==> src/rtl/pio_calc_pkg.sv <==
package pio_calc_pkg;

  typedef enum logic [1:0] {
    ST_IDLE = 2'd0,
    ST_DIV  = 2'd1,
    ST_WRAP = 2'd2
  } calc_state_e;

  // Address setup time per mode, ns (modes above 5 use the fastest entry)
  function automatic logic [7:0] mode_setup_ns(input int unsigned m);
    case (m)
      0:       return 8'd70;
      1:       return 8'd50;
      2:       return 8'd30;
      3:       return 8'd30;
      4:       return 8'd25;
      default: return 8'd20;
    endcase
  endfunction

  // Strobe active time per mode, ns
  function automatic logic [7:0] mode_active_ns(input int unsigned m);
    case (m)
      0:       return 8'd165;
      1:       return 8'd125;
      2:       return 8'd100;
      3:       return 8'd80;
      4:       return 8'd70;
      default: return 8'd50;
    endcase
  endfunction

  // Setup count to register field
  function automatic logic [7:0] enc_setup(input int unsigned c);
    case (c)
      1, 2:    return 8'h40;
      3:       return 8'h80;
      4:       return 8'h00;
      default: return 8'hC0;
    endcase
  endfunction

endpackage

==> src/rtl/pio_ceil_div.sv <==
module pio_ceil_div #(
  parameter int W = 11
) (
  input  logic         clk,
  input  logic         rst,
  input  logic         go,
  input  logic [W-1:0] dividend,
  input  logic [W-1:0] divisor,
  output logic         done,
  output logic [W-1:0] ceil_q
);
  localparam int CW = $clog2(W + 1);

  logic [W-1:0]  rem_r, quo_r, den_r;
  logic [CW-1:0] cnt_r;
  logic          run_r;
  logic [W:0]    trial;

  assign trial  = {rem_r, quo_r[W-1]};
  assign ceil_q = quo_r + W'(rem_r != '0);

  always_ff @(posedge clk) begin
    if (rst) begin
      rem_r <= '0;
      quo_r <= '0;
      den_r <= W'(1);
      cnt_r <= '0;
      run_r <= 1'b0;
      done  <= 1'b0;
    end else begin
      done <= 1'b0;
      if (go) begin
        rem_r <= '0;
        quo_r <= dividend;
        den_r <= (divisor == '0) ? W'(1) : divisor;
        cnt_r <= CW'(W);
        run_r <= 1'b1;
      end else if (run_r) begin
        if (trial >= {1'b0, den_r}) begin
          rem_r <= W'(trial - {1'b0, den_r});
          quo_r <= {quo_r[W-2:0], 1'b1};
        end else begin
          rem_r <= trial[W-1:0];
          quo_r <= {quo_r[W-2:0], 1'b0};
        end
        cnt_r <= cnt_r - CW'(1);
        if (cnt_r == CW'(1)) begin
          run_r <= 1'b0;
          done  <= 1'b1;
        end
      end
    end
  end
endmodule

==> src/rtl/pio_count_shaper.sv <==
module pio_count_shaper #(
  parameter int TIME_W = 11,
  parameter int CNT_W  = 5,
  parameter int REV_W  = 2
) (
  input  logic [TIME_W-1:0] q_setup,
  input  logic [TIME_W-1:0] q_active,
  input  logic [TIME_W-1:0] q_recov,
  input  logic [TIME_W-1:0] q_cycle,
  input  logic [REV_W-1:0]  rev,
  output logic [CNT_W-1:0]  s_cnt,
  output logic [CNT_W-1:0]  a_cnt,
  output logic [CNT_W-1:0]  r_cnt
);
  localparam int XW = TIME_W + 2;
  localparam logic [XW-1:0] K1  = XW'(1);
  localparam logic [XW-1:0] K2  = XW'(2);
  localparam logic [XW-1:0] K5  = XW'(5);
  localparam logic [XW-1:0] K16 = XW'(16);
  localparam logic [XW-1:0] K17 = XW'(17);

  logic [XW-1:0] qs, qa, qr, qc, a1, sa, r2, r1, a2, a3, r3, r4, s1;

  always_comb begin
    qs = XW'(q_setup);
    qa = XW'(q_active);
    qr = XW'(q_recov);
    qc = XW'(q_cycle);
    a1 = (qa < K2) ? K2 : qa;
    sa = qs + a1;
    r2 = (qc > sa) ? (qc - sa) : '0;
    r1 = (qr > r2) ? qr : r2;
    if (r1 < K2) r1 = K2;
    if (r1 > K17) begin
      a2 = a1 + (r1 - K17);
      r1 = K17;
    end else begin
      a2 = a1;
    end
    a3 = (a2 > K16) ? K16 : a2;
    r3 = (rev > REV_W'(1)) ? (r1 - K1) : r1;
    r4 = (r3 > K16) ? K16 : r3;
    s1 = (qs > K5) ? K5 : qs;
    s_cnt = CNT_W'(s1);
    a_cnt = CNT_W'(a3);
    r_cnt = CNT_W'(r4);
  end
endmodule

==> src/rtl/pio_channel_merge.sv <==
module pio_channel_merge #(
  parameter int CNT_W = 5
) (
  input  logic             merge_en,
  input  logic [CNT_W-1:0] own_s,
  input  logic [CNT_W-1:0] own_a,
  input  logic [CNT_W-1:0] own_r,
  input  logic [CNT_W-1:0] mate_s,
  input  logic [CNT_W-1:0] mate_a,
  input  logic [CNT_W-1:0] mate_r,
  output logic [7:0]       setup_field,
  output logic [7:0]       drw_byte
);
  import pio_calc_pkg::*;

  logic [CNT_W-1:0] own_v [3];
  logic [CNT_W-1:0] mate_v [3];
  logic [CNT_W-1:0] pick [3];

  assign own_v[0]  = own_s;
  assign own_v[1]  = own_a;
  assign own_v[2]  = own_r;
  assign mate_v[0] = mate_s;
  assign mate_v[1] = mate_a;
  assign mate_v[2] = mate_r;

  for (genvar g = 0; g < 3; g++) begin : g_slow
    assign pick[g] = (merge_en && (mate_v[g] > own_v[g])) ? mate_v[g] : own_v[g];
  end

  assign setup_field = enc_setup(int'(pick[0]));
  assign drw_byte    = {pick[1][3:0], pick[2][3:0]};
endmodule

==> src/rtl/pio_timing_calc.sv <==
module pio_timing_calc #(
  parameter int MODE_W = 3,
  parameter int TIME_W = 11,
  parameter int PER_W  = 8,
  parameter int REV_W  = 2,
  parameter int CNT_W  = 5
) (
  input  logic              clk,
  input  logic              rst,
  input  logic              start,
  input  logic [MODE_W-1:0] pio_mode,
  input  logic [TIME_W-1:0] cycle_ns,
  input  logic [PER_W-1:0]  clk_period_ns,
  input  logic [REV_W-1:0]  chip_rev,
  input  logic              shared_channel,
  input  logic              mate_present,
  input  logic [CNT_W-1:0]  mate_setup,
  input  logic [CNT_W-1:0]  mate_active,
  input  logic [CNT_W-1:0]  mate_recovery,
  output logic              busy,
  output logic              valid,
  output logic [CNT_W-1:0]  own_setup,
  output logic [CNT_W-1:0]  own_active,
  output logic [CNT_W-1:0]  own_recovery,
  output logic [7:0]        setup_field,
  output logic [7:0]        drw_byte
);
  import pio_calc_pkg::*;

  localparam int NDIV = 4;
  localparam int OPW  = $clog2(NDIV);

  calc_state_e       state;
  logic [OPW-1:0]    op;
  logic              div_go, div_done;
  logic [TIME_W-1:0] div_q, dvd;

  logic [MODE_W-1:0] l_mode;
  logic [TIME_W-1:0] l_cycle;
  logic [PER_W-1:0]  l_period;
  logic [REV_W-1:0]  l_rev;
  logic              l_merge;
  logic [CNT_W-1:0]  l_ms, l_ma, l_mr;
  logic [TIME_W-1:0] q_r [NDIV];

  logic [TIME_W-1:0] t_setup, t_active, t_rec;
  logic [TIME_W:0]   t_sum;
  logic [CNT_W-1:0]  c_s, c_a, c_r;
  logic [7:0]        m_sf, m_drw;

  // Operand preparation
  assign t_setup  = TIME_W'(mode_setup_ns(int'(l_mode)));
  assign t_active = TIME_W'(mode_active_ns(int'(l_mode)));
  assign t_sum    = {1'b0, t_setup} + {1'b0, t_active};
  assign t_rec    = ({1'b0, l_cycle} > t_sum) ? TIME_W'({1'b0, l_cycle} - t_sum) : '0;

  always_comb begin
    case (op)
      OPW'(0): dvd = t_setup;
      OPW'(1): dvd = t_active;
      OPW'(2): dvd = t_rec;
      default: dvd = l_cycle;
    endcase
  end

  pio_ceil_div #(.W(TIME_W)) u_div (
    .clk      (clk),
    .rst      (rst),
    .go       (div_go),
    .dividend (dvd),
    .divisor  (TIME_W'(l_period)),
    .done     (div_done),
    .ceil_q   (div_q)
  );

  pio_count_shaper #(.TIME_W(TIME_W), .CNT_W(CNT_W), .REV_W(REV_W)) u_shape (
    .q_setup  (q_r[0]),
    .q_active (q_r[1]),
    .q_recov  (q_r[2]),
    .q_cycle  (q_r[3]),
    .rev      (l_rev),
    .s_cnt    (c_s),
    .a_cnt    (c_a),
    .r_cnt    (c_r)
  );

  pio_channel_merge #(.CNT_W(CNT_W)) u_merge (
    .merge_en    (l_merge),
    .own_s       (c_s),
    .own_a       (c_a),
    .own_r       (c_r),
    .mate_s      (l_ms),
    .mate_a      (l_ma),
    .mate_r      (l_mr),
    .setup_field (m_sf),
    .drw_byte    (m_drw)
  );

  always_ff @(posedge clk) begin
    if (rst) begin
      state        <= ST_IDLE;
      op           <= '0;
      div_go       <= 1'b0;
      busy         <= 1'b0;
      valid        <= 1'b0;
      l_mode       <= '0;
      l_cycle      <= '0;
      l_period     <= '0;
      l_rev        <= '0;
      l_merge      <= 1'b0;
      l_ms         <= '0;
      l_ma         <= '0;
      l_mr         <= '0;
      own_setup    <= '0;
      own_active   <= '0;
      own_recovery <= '0;
      setup_field  <= '0;
      drw_byte     <= '0;
      for (int i = 0; i < NDIV; i++) q_r[i] <= '0;
    end else begin
      valid  <= 1'b0;
      div_go <= 1'b0;
      case (state)
        ST_IDLE: begin
          if (start) begin
            l_mode   <= pio_mode;
            l_cycle  <= cycle_ns;
            l_period <= clk_period_ns;
            l_rev    <= chip_rev;
            l_merge  <= shared_channel && mate_present;
            l_ms     <= mate_setup;
            l_ma     <= mate_active;
            l_mr     <= mate_recovery;
            op       <= '0;
            div_go   <= 1'b1;
            busy     <= 1'b1;
            state    <= ST_DIV;
          end
        end
        ST_DIV: begin
          if (div_done) begin
            q_r[op] <= div_q;
            if (op == OPW'(NDIV - 1)) begin
              state <= ST_WRAP;
            end else begin
              op     <= op + OPW'(1);
              div_go <= 1'b1;
            end
          end
        end
        ST_WRAP: begin
          own_setup    <= c_s;
          own_active   <= c_a;
          own_recovery <= c_r;
          setup_field  <= m_sf;
          drw_byte     <= m_drw;
          valid        <= 1'b1;
          busy         <= 1'b0;
          state        <= ST_IDLE;
        end
        default: state <= ST_IDLE;
      endcase
    end
  end
endmodule

==> config.mk <==
export PLATFORM = sky130hd
export DESIGN_NAME = pio_timing_calc
export DESIGN_NICKNAME = d
export VERILOG_FILES = /design/src/rtl/pio_calc_pkg.sv /design/src/rtl/pio_ceil_div.sv /design/src/rtl/pio_count_shaper.sv /design/src/rtl/pio_channel_merge.sv /design/src/rtl/pio_timing_calc.sv
export SDC_FILE = /design/constraint.sdc
export NUM_CORES = 1
export LEC_CHECK = 0
export ABC_CLOCK_PERIOD_IN_PS = 10200
export BUFFER_PORTS_ARGS = -buffer_cell sky130_fd_sc_hd__buf_4
export CAP_MARGIN = 15
export CORE_ASPECT_RATIO = 0.9
export CORE_MARGIN = 2
export CORE_UTILIZATION = 56
export DETAILED_ROUTE_END_ITERATION = 6
export PLACE_DENSITY = 0.79
export SYNTH_ARGS = -nofsm -noshare
export SYNTH_HDL_FRONTEND = slang
export SYNTH_HIERARCHICAL = 1
export SYNTH_SLANG_ARGS = --single-unit
==> constraint.sdc <==
create_clock -name clk -period 10.2 [get_ports clk]
set_input_delay 0.51 -clock clk [delete_from_list [all_inputs] [get_ports clk]]
set_output_delay 0.51 -clock clk [all_outputs]
set_load 0.02 [all_outputs]
After elaboration in Yosys (flattened, before gate mapping)
Memories as Yosys holds them, arrays and structs flattened.
Index checks and enable logic that the tools add are counted.
- flip-flop bits (word level): 117
- memory bits (writable): 44
- input bits: 44
- output and inout port bits: 33
- logic and storage cells: 144
- memories kept: 1
- $add $sub $neg: 11
- order comparisons: 14
- equality and inequality tests: 18
- mux-type cells: 53
- bitwise logic cells: 1
- reductions and logical operators: 21
- memories (memory ; depth ; bits a word ; read ports ; clocked after memory_dff ; wr ports ; line ; source):
    q_r ; 4 ; 11 ; 4 ; 0 ; 4 ; pio_timing_calc.sv:44 ; logic [TIME_W-1:0] q_r [NDIV];
- operators by type and width (operator ; number):
    $mux W13 ; 6
    $mux W11 ; 6
    $pmux W8 S5 ; 1
    $gt A13 B5 Y1 const B ; 3
    $pmux W11 S3 ; 1
    $pmux W7 S4 ; 1
    $gt A11 B13 Y1 ; 2
    $pmux W8 S3 ; 1
    $mux W5 ; 4
    $mux W1 ; 17
    $mux W4 ; 4
    $gt A5 B5 Y1 ; 3
    $mux W2 ; 7
    $add A13 B13 Y13 ; 1
    $lt A13 B2 Y1 const B ; 1
    $sub A11 B13 Y13 ; 1
    $sub A13 B1 Y13 const B ; 1
    $sub A13 B5 Y13 const B ; 1
    $add A11 B11 Y12 ; 1
    $ge A12 B11 Y1 ; 1
    $add A11 B1 Y11 ; 1
    $gt A11 B3 Y1 const B ; 1
    $gt A11 B9 Y1 ; 1
    $logic_not A11 Y1 ; 1
    other kinds (33) ; 51

Logic depth before layout (Yosys ltp)
An unclocked memory read counts as a cell.
- depth in word-level cells: 19
- mapped depth: 58
- gate-level depth less buffers: 56

Cells and area by module
Netlist, hierarchy kept.
- modules (own cells, without submodules) (module ; instances ; cells each ; area each (um^2) ; seq. area each (um^2)):
    pio_timing_calc ; 1 ; 600 ; 5437.7 ; 2882.8
    pio_count_shaper ; 1 ; 440 ; 3188.1 ; 0.0
    pio_ceil_div ; 1 ; 310 ; 2487.4 ; 780.7
    pio_channel_merge ; 1 ; 82 ; 648.1 ; 0.0

Worst setup path after synthesis
Ideal clock, no wire load.
- path kind: register to register
- start: memory q_r[1][6]
- end: register drw_byte[6]
- library setup time: 132 ps
- arrival: 10327 ps
- data required time: 10068 ps
- path slack: -259 ps
- cell stages (with the launch flop): 56
- path buffers: 3
- period minus slack after synthesis: 10459 ps
- path through: edfxtp_1 buf_2 nor4_1 nand4_1 or3_1 o21ai_0 inv_1 ha_1 fa_1 a221oi_1 nor2_1 and2_1 o21a_1 nor2_1 o21ai_0 a21oi_1 o21bai_1 a21oi_1 [... 20 more ...] a21o_1 a21oi_1 o21bai_1 a21oi_1 nor2b_1 nor3_1 a31oi_1 o21ai_0 o211ai_1 mux2_2 a211oi_1 inv_1 ha_1 a211oi_1 a21o_1 mux2_2 nand2_1 a21oi_1
- RTL lines (item ; line ; source):
    start, declared ; pio_timing_calc.sv:44 ;
    end signal, assigned ; pio_timing_calc.sv:156 ; drw_byte <= m_drw;
    end, declared ; pio_timing_calc.sv:26 ; output logic [7:0] drw_byte

==> impl_metrics.toml <==
[sta]
worst_pin_slew_ns = 1.07
clock_skew_ns = 0.0202
min_period_ns = 10.46
fmax_mhz = 95.6
hold_ws_ns = 0.311
final-hold-violation-count = 0
fin_ws_ns = -0.256
rsz0062_at_grt = "yes"
slew_headroom_pct = 28.7
fin_crit_sh_pct = 103
slew_violations = 0
setup_viol = 8

[clock_network]
clock_latency_ns = 0.44
numCtsBuffers = 17
path_clk_slew_ns = 0.07
cts_tree = "done"
clock-sinks = 160
root_buffer = "clkbuf_16"
htree_levels = 4
postCtsHoldBufs = 0
cts_buffer_depth = 2

[cells_and_area]
drive_gt1_share_pct = 21.8
finalInstanceArea_sq_um = 14000
nets = 1699
ff_latch_area_sq_um = 3640
area_delta_synth_final_pct = 19.3
multi_input_area_sq_um = 7860
num_antenna_cells = 0
n_fill_cell = 1628

[place]
gp_congestion = 0.929
place_area_sq_um = 12800
dpl_worst_slack_ns = -0.474
dpl.hpwl_microns = 22200
port_buffers = 75

[setup_path]
cp.arrival_ns = 10.74
crit_path_end_kind = "flip-flop"
r2r_start = "q_r[1][8]$_SDFFCE_PN0P_"
cp_max_fo = 8
path_class = "reg -> reg"
crit_path_start_kind = "flip-flop"
required_ns = 10.48
timing.rr.end = "drw_byte[7]$_SDFFE_PP0P_"
rrSetupSlack_ns = -0.26
crit_top_cell = "buf_4"
reg2regPathDepth = 56
cp_slowest_cell = "edfxtp_1"
critPathMaxStageDelay_ns = 0.40

[run_status]
status = "finished, violations left"
violations = "negative setup slack"

[power]
internal-power_mw = 1.35
switching_share_pct = 35.5
pwr-share-comb_pct = 37.2
power_density_nw_per_um2 = 149
leakage_nw = 5.76
clockPowerShare_pct = 29.2
p_sw_mw = 0.741
vdd_drop_max_uv = 125
p_seq_share_pct = 33.6

[grt]
overflow = 0
antenna_found_initial = 0
grt_pass1_wl_microns = 48000
grt_max_degree = 70
grt_pass1_vias = 9940
grt_usage_pct = 26.7

[route]
post_drt_via_cell_ratio = 5.84
ant_nets = 0
drt-pass1-iter-count = 5
wl_per_cell_microns = 16.6
route.detailed.drc = 0
drtIter0Drc = 775
wirelength_microns = 30300
routed-via-count = 10600

[floorplan]
fp-row-count = 50
io-pin-count = 77
initial_utilization_pct = 56.8
core_region_area_sq_um = 20600
die_height_microns = 141
die_area_sq_um = 22100
die_w_microns = 157

[hold_path]
hold_path_end = "l_mode[0]$_SDFFE_PP0P_"
holdPathStages = 3
min-delay-start = "pio_mode[0]"
hold_path_class = "in -> reg"

[synthesis]
synth_warnings = 6
syn_area_sq_um = 11700
syn_avg_cell_area_sq_um = 8.21
syn_inst = 1428

[run]
max_cap_violations = 0
[worst max-delay path, delay by kind of cell, from the launching register on]
| family | cells | cell delay, ns |
|---|---|---|
| adders and majority gates | 6 | 1.71 |
| and+or+nand+nor | 15 | 2.38 |
| muxes | 2 | 0.64 |
| buffers and inverters | 8 | 1.08 |
| xor gates and xnor gates | 1 | 0.10 |
| AOI/OAI and AO/OA | 24 | 3.99 |
| DFF | 1 | 0.40 |
[worst max-delay path by stage]
stage / startpoint / end / slack (ns)
after CTS: q_r[1][4]$_SDFFCE_PN0P_ / drw_byte[4]$_SDFFE_PP0P_ / 0.03
after floorplan: q_r[1][6]$_SDFFCE_PN0P_ / drw_byte[6]$_SDFFE_PP0P_ / 0.03
after detailed placement: q_r[1][8]$_SDFFCE_PN0P_ / drw_byte[4]$_SDFFE_PP0P_ / -0.47
final: q_r[1][8]$_SDFFCE_PN0P_ / drw_byte[7]$_SDFFE_PP0P_ / -0.26
after global routing: q_r[1][8]$_SDFFCE_PN0P_ / drw_byte[4]$_SDFFE_PP0P_ / -0.93
after global placement: q_r[1][8]$_SDFFCE_PN0P_ / drw_byte[6]$_SDFFE_PP0P_ / -0.15
[metal layers]
layer  vias to the layer above  part of all wire (%)  GRT usage, %
met5                         -                     0             0
met4                         0                   1.9          7.73
met3                        54                   4.3          4.09
met2                       253                    49          44.7
met1                      5073                    45          36.0
li1                       5257                     -             -
[power groups by stage]
stage          Clock (mW)  Combinational [mW]  Sequential, mW
2_1_floorplan           0               0.504           0.704
3_3_place_gp            0               0.661           0.713
3_5_place_dp            0               0.678           0.714
4_1_cts             0.615               0.705           0.701
5_1_grt             0.644               0.847           0.705
6_report            0.611               0.779           0.702
[sequential cells by signal (all words and copies together), names as in the netlist, 2 cells and up]
name	flops
l_period	8
own_recovery	5
own_setup	5
u_div/den_r	11
own_active	5
drw_byte	8
state	2
l_ma	5
op	2
l_cycle	11
l_mr	5
u_div/quo_r	11
u_div/rem_r	11
q_r	44
l_ms	5
l_mode	3
u_div/cnt_r	4
setup_field	8
[per-stage QoR]
stage	TNS (ns)	std cells	power [mW]	utilization [%]
after floorplan	0	1441	1.21	-
after global placement	-0.748	1771	1.37	62.1
after detailed placement	-3.25	1771	1.39	62.1
after CTS	0	1805	2.02	65.5
after global routing	-6.69	1822	2.20	67.8
final	-1.63	1822	2.09	67.8
[final cells by class]
| cell class | count | share of cell area [%] |
|---|---|---|
| repair buffers | 166 | 9.13 |
| multi-input cells | 1118 | 56.2 |
| well taps | 260 | 2.32 |
| inverters | 86 | 2.31 |
| flip-flops and latches | 160 | 26.0 |
| clock inverters | 13 | 0.858 |
| clock buffers | 19 | 3.17 |
[what timing repair did]
item,in CTS,in global routing
setup endpoints to repair,8,8
setup buffers,1,16
gates resized for setup,30,66
gates cloned,1,0
pin swaps,14,37
[placed cells by master (no fill, tap or decap), types with 31 or more instances in the layout]
cell	instances
a21oi_1	119
edfxtp_1	44
nor2_1	108
inv_1	83
ha_1	89
xnor2_1	31
buf_4	162
and2_1	48
nand2_1	210
dfxtp_1	116
Note: power is estimated with default switching activity, not from simulation.
